==> src/rtl/wsp_pkg.sv <==
`timescale 1ns/1ps
package wsp_pkg;

    typedef enum logic {
        ST_ALIGN = 1'b0,
        ST_RUN   = 1'b1
    } wsp_state_t;

    typedef struct packed {
        logic ratio8;
        logic wide;
        logic half;
    } wsp_cfg_t;

    localparam wsp_cfg_t CFG_DEFAULT = '{ratio8: 1'b1, wide: 1'b1, half: 1'b0};

endpackage

==> src/rtl/wsp_ctrl.sv <==
`timescale 1ns/1ps
module wsp_ctrl
    import wsp_pkg::*;
#(
    parameter int NP = 8,
    localparam int PW = $clog2(NP)
) (
    input  logic          clk,
    input  logic          arst_n,
    input  logic          srst,
    input  wsp_cfg_t      cfg_in,
    output wsp_cfg_t      cfg_q,
    output logic          cap,
    output logic          restart,
    output logic          last,
    output logic [PW-1:0] ptr
);

    localparam logic [PW:0] GRP_FULL = (PW+1)'(NP);
    localparam logic [PW:0] GRP_HALF = (PW+1)'(NP/2);

    wsp_state_t  state_q;
    wsp_state_t  state_nx;
    logic [PW:0] ptr_sum;
    logic [PW:0] grp_size;
    logic [PW:0] step;

    // state register
    always_ff @(posedge clk or negedge arst_n) begin
        if (!arst_n) begin
            state_q <= ST_ALIGN;
        end else begin
            state_q <= state_nx;
        end
    end

    // transitions: T_ALIGN_DONE leaves ST_ALIGN, T_RESYNC loops in ST_RUN
    always_comb begin
        state_nx = state_q;
        unique case (state_q)
            ST_ALIGN: state_nx = ST_RUN;
            ST_RUN:   state_nx = ST_RUN;
            default:  state_nx = ST_ALIGN;
        endcase
    end

    // state outputs
    always_comb begin
        cap     = 1'b0;
        restart = 1'b0;
        unique case (state_q)
            ST_ALIGN: begin
                restart = 1'b1;
            end
            ST_RUN: begin
                restart = srst;
                cap     = !srst;
            end
            default: begin
                restart = 1'b1;
            end
        endcase
    end

    assign step     = cfg_q.half   ? (PW+1)'(2) : (PW+1)'(1);
    assign grp_size = cfg_q.ratio8 ? GRP_FULL   : GRP_HALF;
    assign ptr_sum  = {1'b0, ptr} + step;
    assign last     = cap && (ptr_sum == grp_size);

    always_ff @(posedge clk or negedge arst_n) begin
        if (!arst_n) begin
            cfg_q <= CFG_DEFAULT;
            ptr   <= '0;
        end else if (restart) begin
            cfg_q <= cfg_in;
            ptr   <= '0;
        end else if (cap) begin
            ptr   <= last ? '0 : ptr_sum[PW-1:0];
        end
    end

endmodule

==> src/rtl/wsp_pattern.sv <==
`timescale 1ns/1ps
module wsp_pattern #(
    parameter int W = 10
) (
    input  logic         clk,
    input  logic         arst_n,
    input  logic         restart,
    input  logic         cap,
    input  logic         half,
    output logic [W-1:0] pat_even,
    output logic [W-1:0] pat_odd
);

    logic [W-1:0] cnt_q;

    always_ff @(posedge clk or negedge arst_n) begin
        if (!arst_n) begin
            cnt_q <= '0;
        end else if (restart) begin
            cnt_q <= '0;
        end else if (cap) begin
            cnt_q <= cnt_q + (half ? W'(2) : W'(1));
        end
    end

    assign pat_even = cnt_q;
    assign pat_odd  = cnt_q + W'(1);

endmodule

==> src/rtl/wsp_collect.sv <==
`timescale 1ns/1ps
module wsp_collect #(
    parameter int NP = 8,
    parameter int W  = 10,
    localparam int PW = $clog2(NP)
) (
    input  logic                  clk,
    input  logic                  arst_n,
    input  logic                  cap,
    input  logic                  last,
    input  logic                  half,
    input  logic                  ratio8,
    input  logic [PW-1:0]         ptr,
    input  logic [W-1:0]          w_even,
    input  logic [W-1:0]          w_odd,
    output logic [NP-1:0][W-1:0]  port_q,
    output logic                  ready_q
);

    logic [PW-1:0]         ptr_nx;
    logic [NP-1:0][W-1:0]  buf_q;

    assign ptr_nx = ptr + PW'(1);

    for (genvar i = 0; i < NP; i++) begin : g_port
        localparam bit LOWER = (i < NP/2);
        logic hit_even;
        logic hit_odd;
        logic load;

        assign hit_even = cap && (ptr == PW'(i));
        assign hit_odd  = cap && half && (ptr_nx == PW'(i));
        assign load     = last && (ratio8 || LOWER);

        always_ff @(posedge clk or negedge arst_n) begin
            if (!arst_n) begin
                buf_q[i] <= '0;
            end else if (hit_even) begin
                buf_q[i] <= w_even;
            end else if (hit_odd) begin
                buf_q[i] <= w_odd;
            end
        end

        always_ff @(posedge clk or negedge arst_n) begin
            if (!arst_n) begin
                port_q[i] <= '0;
            end else if (load) begin
                if (hit_even) begin
                    port_q[i] <= w_even;
                end else if (hit_odd) begin
                    port_q[i] <= w_odd;
                end else begin
                    port_q[i] <= buf_q[i];
                end
            end
        end
    end

    always_ff @(posedge clk or negedge arst_n) begin
        if (!arst_n) begin
            ready_q <= 1'b0;
        end else begin
            ready_q <= last;
        end
    end

endmodule

==> src/rtl/word_spreader.sv <==
`timescale 1ns/1ps
module word_spreader
    import wsp_pkg::*;
#(
    parameter int W  = 10,
    parameter int WN = 8,
    parameter int NP = 8
) (
    input  logic            clk,
    input  logic            arst_n,
    input  logic            srst,
    input  logic            ratio8,
    input  logic            wide,
    input  logic            half_rate,
    input  logic            self_test,
    input  logic [W-1:0]    din_even,
    input  logic [W-1:0]    din_odd,
    output logic [NP*W-1:0] dout,
    output logic            dready
);

    localparam int PW = $clog2(NP);
    localparam logic [W-1:0] NARROW_MASK = {{(W-WN){1'b0}}, {WN{1'b1}}};

    wsp_cfg_t              cfg_in;
    wsp_cfg_t              cfg_q;
    logic                  cap;
    logic                  restart;
    logic                  last;
    logic [PW-1:0]         ptr;
    logic [W-1:0]          pat_even;
    logic [W-1:0]          pat_odd;
    logic [W-1:0]          w_even;
    logic [W-1:0]          w_odd;
    logic [NP-1:0][W-1:0]  port_q;
    logic [W-1:0]          wmask;
    logic                  cfg_ratio8;
    logic                  cfg_wide;

    assign cfg_in = '{ratio8: ratio8, wide: wide, half: half_rate};

    wsp_ctrl #(.NP(NP)) u_ctrl (
        .clk     (clk),
        .arst_n  (arst_n),
        .srst    (srst),
        .cfg_in  (cfg_in),
        .cfg_q   (cfg_q),
        .cap     (cap),
        .restart (restart),
        .last    (last),
        .ptr     (ptr)
    );

    wsp_pattern #(.W(W)) u_pat (
        .clk      (clk),
        .arst_n   (arst_n),
        .restart  (restart),
        .cap      (cap),
        .half     (cfg_q.half),
        .pat_even (pat_even),
        .pat_odd  (pat_odd)
    );

    assign w_even = self_test ? pat_even : din_even;
    assign w_odd  = self_test ? pat_odd  : din_odd;

    wsp_collect #(.NP(NP), .W(W)) u_col (
        .clk     (clk),
        .arst_n  (arst_n),
        .cap     (cap),
        .last    (last),
        .half    (cfg_q.half),
        .ratio8  (cfg_q.ratio8),
        .ptr     (ptr),
        .w_even  (w_even),
        .w_odd   (w_odd),
        .port_q  (port_q),
        .ready_q (dready)
    );

    assign cfg_ratio8 = cfg_q.ratio8;
    assign cfg_wide   = cfg_q.wide;
    assign wmask      = cfg_wide ? {W{1'b1}} : NARROW_MASK;

    for (genvar i = 0; i < NP; i++) begin : g_out
        localparam bit LOWER = (i < NP/2);
        assign dout[i*W +: W] = (cfg_ratio8 || LOWER) ? (port_q[i] & wmask) : '0;
    end

endmodule

==> config.mk <==
export PLATFORM = sky130hd
export DESIGN_NAME = word_spreader
export DESIGN_NICKNAME = d
export VERILOG_FILES = /design/src/rtl/wsp_pkg.sv /design/src/rtl/wsp_ctrl.sv /design/src/rtl/wsp_pattern.sv /design/src/rtl/wsp_collect.sv /design/src/rtl/word_spreader.sv
export SDC_FILE = /design/constraint.sdc
export NUM_CORES = 1
export LEC_CHECK = 0
export ABC_AREA = 1
export BUFFER_PORTS_ARGS = -buffer_cell sky130_fd_sc_hd__clkbuf_2
export CAP_MARGIN = 15
export CORE_UTILIZATION = 60
export CTS_CLUSTER_DIAMETER = 120
export CTS_CLUSTER_SIZE = 40
export DETAILED_ROUTE_END_ITERATION = 16
export PLACE_DENSITY = 0.82
export SLEW_MARGIN = 30
export SYNTH_ARGS = -nofsm -noshare
export SYNTH_HDL_FRONTEND = slang
export SYNTH_SLANG_ARGS = --single-unit
==> constraint.sdc <==
create_clock -name clk -period 4.48 [get_ports clk]
set_input_delay 0.672 -clock clk [delete_from_list [all_inputs] [get_ports clk]]
set_output_delay 0.672 -clock clk [all_outputs]
set_load 0.05 [all_outputs]
==> results by group, run 1 <==
Run
  • # Max-Cap Violations: 0

Synthesis
  • Post-synth EDFFs: 0
  • Synth async-reset ratio: 1.00
  • Commonest cells in the netlist: 527 x nand2_1, 176 x dfrtp_1, 101 x inv_1
  • #FFs+latches synth: 178
  • Count of cell types in the netlist: 38
  • Area contributors post-synth: dfrtp_1 47%, nand2_1 21%, nand3_1 4.7%
  • Most numerous cell in the Yosys netlist: nand2_1
  • Syn avg cell area: 7.46 um^2
  • Synthesized cell area: 9280 um^2
  • Yosys warnings: 0
  • Synth Flop Type: dfrtp_1
  • Syn nets: 1280
  • Sequential share of the synthesized area: 0.480
  • Yosys top cell area share: 0.475
  • Mapped Cells: 1244
  • Area leader, netlist: dfrtp_1

Finish
  • Proportion of layout cells with a drive suffix above 1: 0.129
  • Syn-to-layout area delta: 10.5%
  • Fin nets: 1336
  • Fillcell total: 1243
  • Post-Layout Cell Count: 1501
  • Antenna fix cells: 0
  • Cell area after layout: 10300 um^2

Detailed routing
  • Vias per cell: 5.55
  • Wire per inst: 16.1 um
  • DR iter-0 viols: 874
  • Routed Antenna Nets: 0
  • Via count: 8331
  • Routed WL: 24100 um
  • DRT Pass-1 Iters: 5
  • DRC: 0

Critical path
  • Arr. time, crit path: 3.23 ns
  • Worst Setup SP: u_ctrl.cfg_q[0]$_DFFE_PN0N_
  • Levels on crit path: 11
  • Worst setup endpoint: u_col.port_q[74]$_DFFE_PN0P_
  • Worst path max stage delay: 0.56 ns
  • Worst-path cell chain: inv_1, ha_1, inv_1, fa_1, nand2_1, nor2_1, nand4_2, buf_4, inv_2, nand3_1, nand2_1
  • Crit Path Max Fanout: 43
  • CP bufs+invs: 4
  • Crit path max-delay family: buffers and inverters
  • CP endpoint kind: register
  • WS Path Type: reg -> reg
  • WP data required: 4.85 ns
  • R2R depth: 11
  • Critical-path top delay cell: inv_2
  • Worst reg2reg startpoint: u_ctrl.cfg_q[0]$_DFFE_PN0N_
  • CP startpoint kind: register
  • RR Endpoint: u_col.port_q[74]$_DFFE_PN0P_
  • Reg2Reg Setup Slack: 1.62 ns

Clock tree
  • Hold-fix buffers, CTS: 0
  • CTS clock-pin slew for the worst setup and hold paths: 0.06 ns
  • CTS tree: done
  • # H-tree levels: 4
  • Root Driver: clkbuf_16
  • Post CTS Setup Buffer Count: 0
  • Clock tree buffer depth: 2
  • Post_cts resized: 0
  • Clock Sinks: 178
  • Clk Latency, worst-skew pair: 0.44 ns
  • Num CTS Buffers: 17

Power
  • Peak supply drop: 0.000250 V
  • Pwr Total: 4.38 mW
  • Pleak: 5.79 nW
  • Power Density: 427 nW/um^2

Timing
  • Final worst path period share: 0.638
  • Tmin final: 2.86 ns
  • Slew @ Worst Pin: 0.842 ns
  • Fmax: 350 MHz
  • Relative slew slack: 0.439
  • Unrepaired setup endpoints after global routing: no
  • Max Clock Skew: 0.00870 ns
  • Hold Violations, Final: 0
  • Setup_tns: 0 ns
  • Final setup fails: 0
  • Final Max Slew Viols: 0

Global routing
  • Largest net degree at the start of global routing: 106
  • Initial antenna violation count: 0
  • Remaining Overflow, GRT: 0
  • First-pass GRT wire length: 38200 um
  • GRT Overall Usage: 0.314
  • Vias in the first global route: 7514

Floorplan
  • Die area: 16000 um^2
  • Core ar.: 15100 um^2
  • Die Ht: 126 um
  • Die width: 126 um
  • I/O pins: 108
  • Starting density of the core: 0.613
  • Num rows: 45

Placement
  • Port bufs: 107
  • DP HPWL: 15500 um
  • Dpl cell area: 9630 um^2
  • GPL Wtd Cong: 0.974
  • Cell count after placement: 1469

Worst hold path
  • Hold crit path type: in -> async

Run status
  • Status: finished clean
[cell families (layout without fill, tap and decap cells)]
group           count (synthesis)  after routing  synth area share
flops                         178            178             0.480
xor+xnor                        1              1          0.000944
simple gates                  746            746             0.329
other cells                     1              1          0.000404
buf+inv                       192            261            0.0990
compound gates                117            117            0.0769
fa+ha+maj                       9              9            0.0138
[registers in the layout, indices dropped and copies added (netlist names)]
| register | flops |
|---|---|
| u_pat.pat_even | 10 |
| u_ctrl.ptr | 3 |
| u_col.port_q | 80 |
| u_col.ready_q | 1 |
| u_ctrl.state_q | 1 |
| u_ctrl.cfg_q | 3 |
| u_col.buf_q | 80 |
[cell type report]
class | instances | area [um^2] | area share
well taps | 188 | 235 | 0.0229
inverters | 116 | 435 | 0.0425
flip-flops and latches | 178 | 4460 | 0.435
repair buffers | 113 | 602 | 0.0587
multi-input cells | 874 | 3900 | 0.381
clock buffers | 23 | 468 | 0.0456
clock inverters | 9 | 154 | 0.0150
[power by group]
group          internal, mW  switching (mW)  total (mW)
Clock                 0.963           0.623        1.59
Sequential             1.85           0.105        1.96
Combinational         0.251           0.586       0.838
Total                  3.06            1.32        4.38
[through the flow]
stage / hold slack (ns) / util / setup WS [ns]
2_1_floorplan: 0.376 / - / 2.18
3_3_place_gp: 0.462 / 0.636 / 1.71
3_5_place_dp: 0.465 / 0.636 / 1.53
4_1_cts: 0.408 / 0.677 / 1.63
5_1_grt: 0.395 / 0.677 / 1.41
6_report: 0.329 / 0.677 / 1.62
[cells in the final DEF, fill, tap and decap left out, types with 2 or more instances in the layout]
cell type and count:
nor2_1 88, fa_1 2, clkinv_2 2, clkbuf_8 3, o21ai_0 24, nor3_1 4
nor2_4 4, nand2_1 527, ha_1 7, a21oi_1 40, clkinv_1 4, inv_1 101
clkbuf_16 17, dfrtp_1 176, a21boi_1 3, clkbuf_1 4, o21a_1 3, o21ai_1 3
and2_1 14, a22oi_1 4, a21boi_0 28, buf_4 5, dfstp_2 2, clkinvlp_4 2
nor2_2 6, nand3_1 88, clkbuf_2 106, bufinv_16 4, o211ai_1 10, inv_2 11
nand4_1 10
[metal layers]
layer	vias up	track usage	routed length (um)
li1	3948	-	-
met1	3929	0.443	10200
met2	395	0.475	11100
met3	59	0.0527	2000
met4	0	0.150	872
met5	-	0	0
[how the worst min path moves through the flow]
| stage | startpoint | to | slack (ns) | cells after the start |
|---|---|---|---|---|
| global placement | u_col.port_q[23]$_DFFE_PN0P_ | u_col.port_q[23]$_DFFE_PN0P_ | 0.46 | 2 |
| global route | arst_n | u_col.port_q[26]$_DFFE_PN0P_ | 0.39 | 1 |
| finish | arst_n | u_col.port_q[26]$_DFFE_PN0P_ | 0.33 | 1 |
| CTS | arst_n | u_col.port_q[32]$_DFFE_PN0P_ | 0.41 | 1 |
| floorplan | arst_n | u_col.buf_q[0]$_DFF_PN0_ | 0.38 | 0 |
| detailed placement | u_col.port_q[25]$_DFFE_PN0P_ | u_col.port_q[25]$_DFFE_PN0P_ | 0.46 | 2 |
No activity file was read; power rests on OpenSTA's default activity.
==> run 2: changes to the inputs <==
--- a/config.mk
+++ b/config.mk
@@ -5,14 +5,14 @@
 export SDC_FILE = /design/constraint.sdc
 export NUM_CORES = 1
 export LEC_CHECK = 0
-export ABC_AREA = 1
+export ABC_AREA = 0
 export BUFFER_PORTS_ARGS = -buffer_cell sky130_fd_sc_hd__clkbuf_2
 export CAP_MARGIN = 15
-export CORE_UTILIZATION = 60
+export CORE_UTILIZATION = 59
 export CTS_CLUSTER_DIAMETER = 120
 export CTS_CLUSTER_SIZE = 40
 export DETAILED_ROUTE_END_ITERATION = 16
-export PLACE_DENSITY = 0.82
+export PLACE_DENSITY = 0.81
 export SLEW_MARGIN = 30
 export SYNTH_ARGS = -nofsm -noshare
 export SYNTH_HDL_FRONTEND = slang
==> constraint.sdc (replaced) <==
create_clock -name clk -period 2.7 [get_ports clk]
set_input_delay 0.405 -clock clk [delete_from_list [all_inputs] [get_ports clk]]
set_output_delay 0.405 -clock clk [all_outputs]
set_load 0.05 [all_outputs]
==> results by group, run 2 <==
Floorplan
  • I/O pins: 108 (unchanged)
  • Die width: 125 um (-1.0%)
  • Die Ht: 125 um (-1.0%)
  • Starting density of the core: 0.610 (-0.00225)
  • Die area: 15600 um^2 (-2.0%)
  • Core ar.: 14600 um^2 (-3.3%)
  • Num rows: 44 (-2.2%)

Synthesis
  • Sequential share of the synthesized area: 0.499 (+0.0183)
  • #FFs+latches synth: 178 (unchanged)
  • Area leader, netlist: dfrtp_1
  • Count of cell types in the netlist: 65 (+71%)
  • Commonest cells in the netlist: 176 x dfrtp_1, 72 x nand2_1, 70 x nor2_1
  • Post-synthesis adder-cell area fraction: 0.0143 (+0.000524)
  • Most numerous cell in the Yosys netlist: dfrtp_1
  • Mapped Cells: 801 (-36%)
  • Syn nets: 837 (-35%)
  • Simple-gate share of the synthesized area: 0.152 (-0.176)
  • Synth async-reset ratio: 1.00 (unchanged)
  • XOR/XNOR Fraction of Synth Area: 0.00882 (+0.00788)
  • Synthesized cell area: 8940 um^2 (-3.7%)
  • Syn avg cell area: 11.2 um^2 (+50%)
  • Post-synth EDFFs: 0 (unchanged)
  • Synth Area in Compound Gates: 0.125 (+0.0484)
  • Synth Flop Type: dfrtp_1
  • Area contributors post-synth: dfrtp_1 49%, mux2i_1 4.9%, mux2_4 4.7%
  • Yosys top cell area share: 0.493 (+0.0181)
  • Yosys warnings: 0 (unchanged)
  • Proportion of synthesized area in mux cells: 0.141 (+0.141)
  • Largest family of logic cells by synthesized area: simple AND/OR/NAND/NOR gates

Clock tree
  • CTS tree: done
  • Clock Sinks: 178 (unchanged)
  • Clk Latency, worst-skew pair: 0.44 ns (about the same)
  • CTS clock-pin slew for the worst setup and hold paths: 0.07 ns (about the same)
  • Num CTS Buffers: 17 (unchanged)
  • Clock tree buffer depth: 2 (unchanged)
  • Root Driver: clkbuf_16
  • # H-tree levels: 4 (unchanged)

Critical path
  • Worst reg2reg startpoint: u_ctrl.ptr[1]$_DFFE_PN0P_
  • RR Endpoint: u_col.port_q[46]$_DFFE_PN0P_
  • CP startpoint kind: register
  • CP endpoint kind: register
  • R2R depth: 8 (-3)
  • Reg2Reg Setup Slack: 0.16 ns (-1.46 ns)
  • WS Path Type: reg -> reg
  • Crit Path Max Fanout: 9 (-79%)
  • WP data required: 3.02 ns (-1.83 ns)
  • Arr. time, crit path: 2.86 ns (-0.37 ns)

Power
  • Pleak: 5.05 nW (-13%)
  • Comb power frac: 0.174 (-0.017)
  • Power Density: 657 nW/um^2 (+54%)
  • Sequential Power Share: 0.465 (+0.018)
  • Pwr Total: 6.68 mW (+52%)
  • Peak supply drop: 0.000486 V (+94%)
  • Internal power: 4.72 mW (+54%)
  • Switching Fraction: 0.293 (-0.00776)
  • Clock network power share: 0.361 (about the same)
  • Total net switching power: 1.95 mW (+49%)

Run status
  • Status: finished clean

Timing
  • Slew @ Worst Pin: 0.638 ns (-0.204 ns)
  • Unrepaired setup endpoints after global routing: no
  • Final worst path period share: 0.941 (+0.302)
  • Max Clock Skew: 0.00950 ns (+0.000801 ns)
  • Tmin final: 2.54 ns (-0.320 ns)
  • Relative slew slack: 0.575 (+0.136)
  • Fmax: 394 MHz (+13%)
  • Final Hold Slack: 0.140 ns (-0.188 ns)
  • Hold Violations, Final: 0 (unchanged)
  • Setup_tns: 0 ns (unchanged)
  • Final Max Slew Viols: 0 (unchanged)
  • Fin worst setup slack: 0.160 ns (-1.46 ns)
  • Final setup fails: 0 (unchanged)

Placement
  • DP HPWL: 14900 um (-4.2%)
  • Port bufs: 107 (unchanged)
  • GPL Wtd Cong: 0.964 (-0.98%)
  • Placement Setup Slack: 0.195 ns (-1.34 ns)

Worst hold path
  • Worst Hold End: u_ctrl.cfg_q[1]$_DFFE_PN1N_
  • Hold crit path type: in -> reg
  • Hold_sp: wide
  • Hold Crit Depth: 3

Finish
  • Syn-to-layout area delta: 13.7%
  • Proportion of layout cells with a drive suffix above 1: 0.294 (+0.164)
  • Final core utilization: 0.694 (+0.0172)
  • Fin nets: 929 (-30%)
  • Most common cell after layout, fill and taps aside: dfrtp_1
  • Antenna fix cells: 0 (unchanged)
  • Most frequent cells in the layout: 176 x dfrtp_1, 106 x clkbuf_2, 72 x nand2_1, 70 x nor2_1, 45 x and2_1

Global routing
  • Initial antenna violation count: 0 (unchanged)
  • First-pass GRT wire length: 35500 um (-7.0%)
  • Remaining Overflow, GRT: 0 (unchanged)
  • Largest net degree at the start of global routing: 55 (-48%)
  • GRT Overall Usage: 0.302 (-0.0119)
  • Vias in the first global route: 6502 (-13%)

Detailed routing
  • DR iter-0 viols: 630 (-28%)
  • Routed Antenna Nets: 0 (unchanged)
  • Vias per cell: 6.02 (+8.4%)
  • DRC: 0 (unchanged)
  • Routed WL: 22400 um (-7.0%)
  • Via count: 6559 (-21%)
  • Wire per inst: 20.6 um (+28%)
  • DRT Pass-1 Iters: 7 (+2)

Run
  • # Max-Cap Violations: 0 (unchanged)
run 2: cell count changes after synthesis, moves of 13 or more:
cell,before,now
nor2_1,88,70
inv_1,101,10
mux2i_1,0,44
nand2_1,527,72
mux2_4,0,28
nand3_1,88,17
a21boi_0,28,0
mux2_2,0,24
a221o_1,0,13
and2_1,14,45
a21o_1,0,14
run 2: metrics by stage:
stage,cell area [um^2],instances
floorplan,8940,801
global placement,9580,1057
detailed placement,9580,1057
CTS,10200,1090
global route,10200,1090
finish,10200,1090
run 2: worst max-delay path by stage:
stage | startpoint | endpoint | slack [ns] | depth (start not counted)
floorplan | u_ctrl.cfg_q[0]$_DFFE_PN0N_ | u_col.port_q[48]$_DFFE_PN0P_ | 0.07 | 9
global placement | u_ctrl.cfg_q[0]$_DFFE_PN0N_ | u_col.port_q[11]$_DFFE_PN0P_ | 0.24 | 10
detailed placement | u_ctrl.cfg_q[0]$_DFFE_PN0N_ | u_col.port_q[70]$_DFFE_PN0P_ | 0.19 | 8
CTS | u_ctrl.cfg_q[0]$_DFFE_PN0N_ | u_col.port_q[40]$_DFFE_PN0P_ | 0.17 | 8
global route | u_ctrl.cfg_q[0]$_DFFE_PN0N_ | u_col.port_q[78]$_DFFE_PN0P_ | 0.03 | 8
finish | u_ctrl.ptr[1]$_DFFE_PN0P_ | u_col.port_q[46]$_DFFE_PN0P_ | 0.16 | 8
run 2: what timing repair did:
item / 4_1_cts / 5_1_grt
endpoints found under the hold margin: 51 / 0
buffers inserted: 0 / 0
resized for setup: 0 / 1
setup endpoints to repair: 0 / 13
hold buffers: 1 / 0
run 2: layer usage:
metal	track usage	routed length, um
met1	0.403	9740
met2	0.451	10100
met3	0.0804	1520
met4	0.164	1060
met5	0	0
run 2: final cells by class:
| class | count | area (um^2) |
|---|---|---|
| repair buffers | 149 | 913 |
| inverters | 11 | 41.3 |
| well taps | 184 | 230 |
| clock buffers | 19 | 453 |
| multi-input cells | 536 | 3950 |
| fillers | 1085 | 4480 |
| clock inverters | 13 | 124 |
| flip-flops and latches | 178 | 4460 |
run 2: kinds of logic (layout without fill, tap and decap cells):
family          count (synthesis)  count (layout)
buf+inv                        87             192
simple gates                  262             262
other cells                     1               1
fa+ha+maj                       9               9
flops                         178             178
compound gates                148             148
xor+xnor                        9               9
mux                           107             107
run 2: power groups by stage:
stage,Combinational [mW],Sequential [mW],Clock (mW)
3_3_place_gp,1.12,3.14,0
3_5_place_dp,1.15,3.15,0
2_1_floorplan,0.897,3.10,0
6_report,1.16,3.10,2.41
4_1_cts,1.16,3.10,2.43
5_1_grt,1.26,3.13,2.55
run 2: worst max-delay path: stages, from the launching register on:
cell       delay (ns)
dfrtp_1          0.41
nand2_1          0.17
inv_1            0.08
ha_1             0.32
nand4bb_4        0.25
nor2_2           0.41
nor2_1           0.14
a221o_1          0.35
mux2_1           0.30
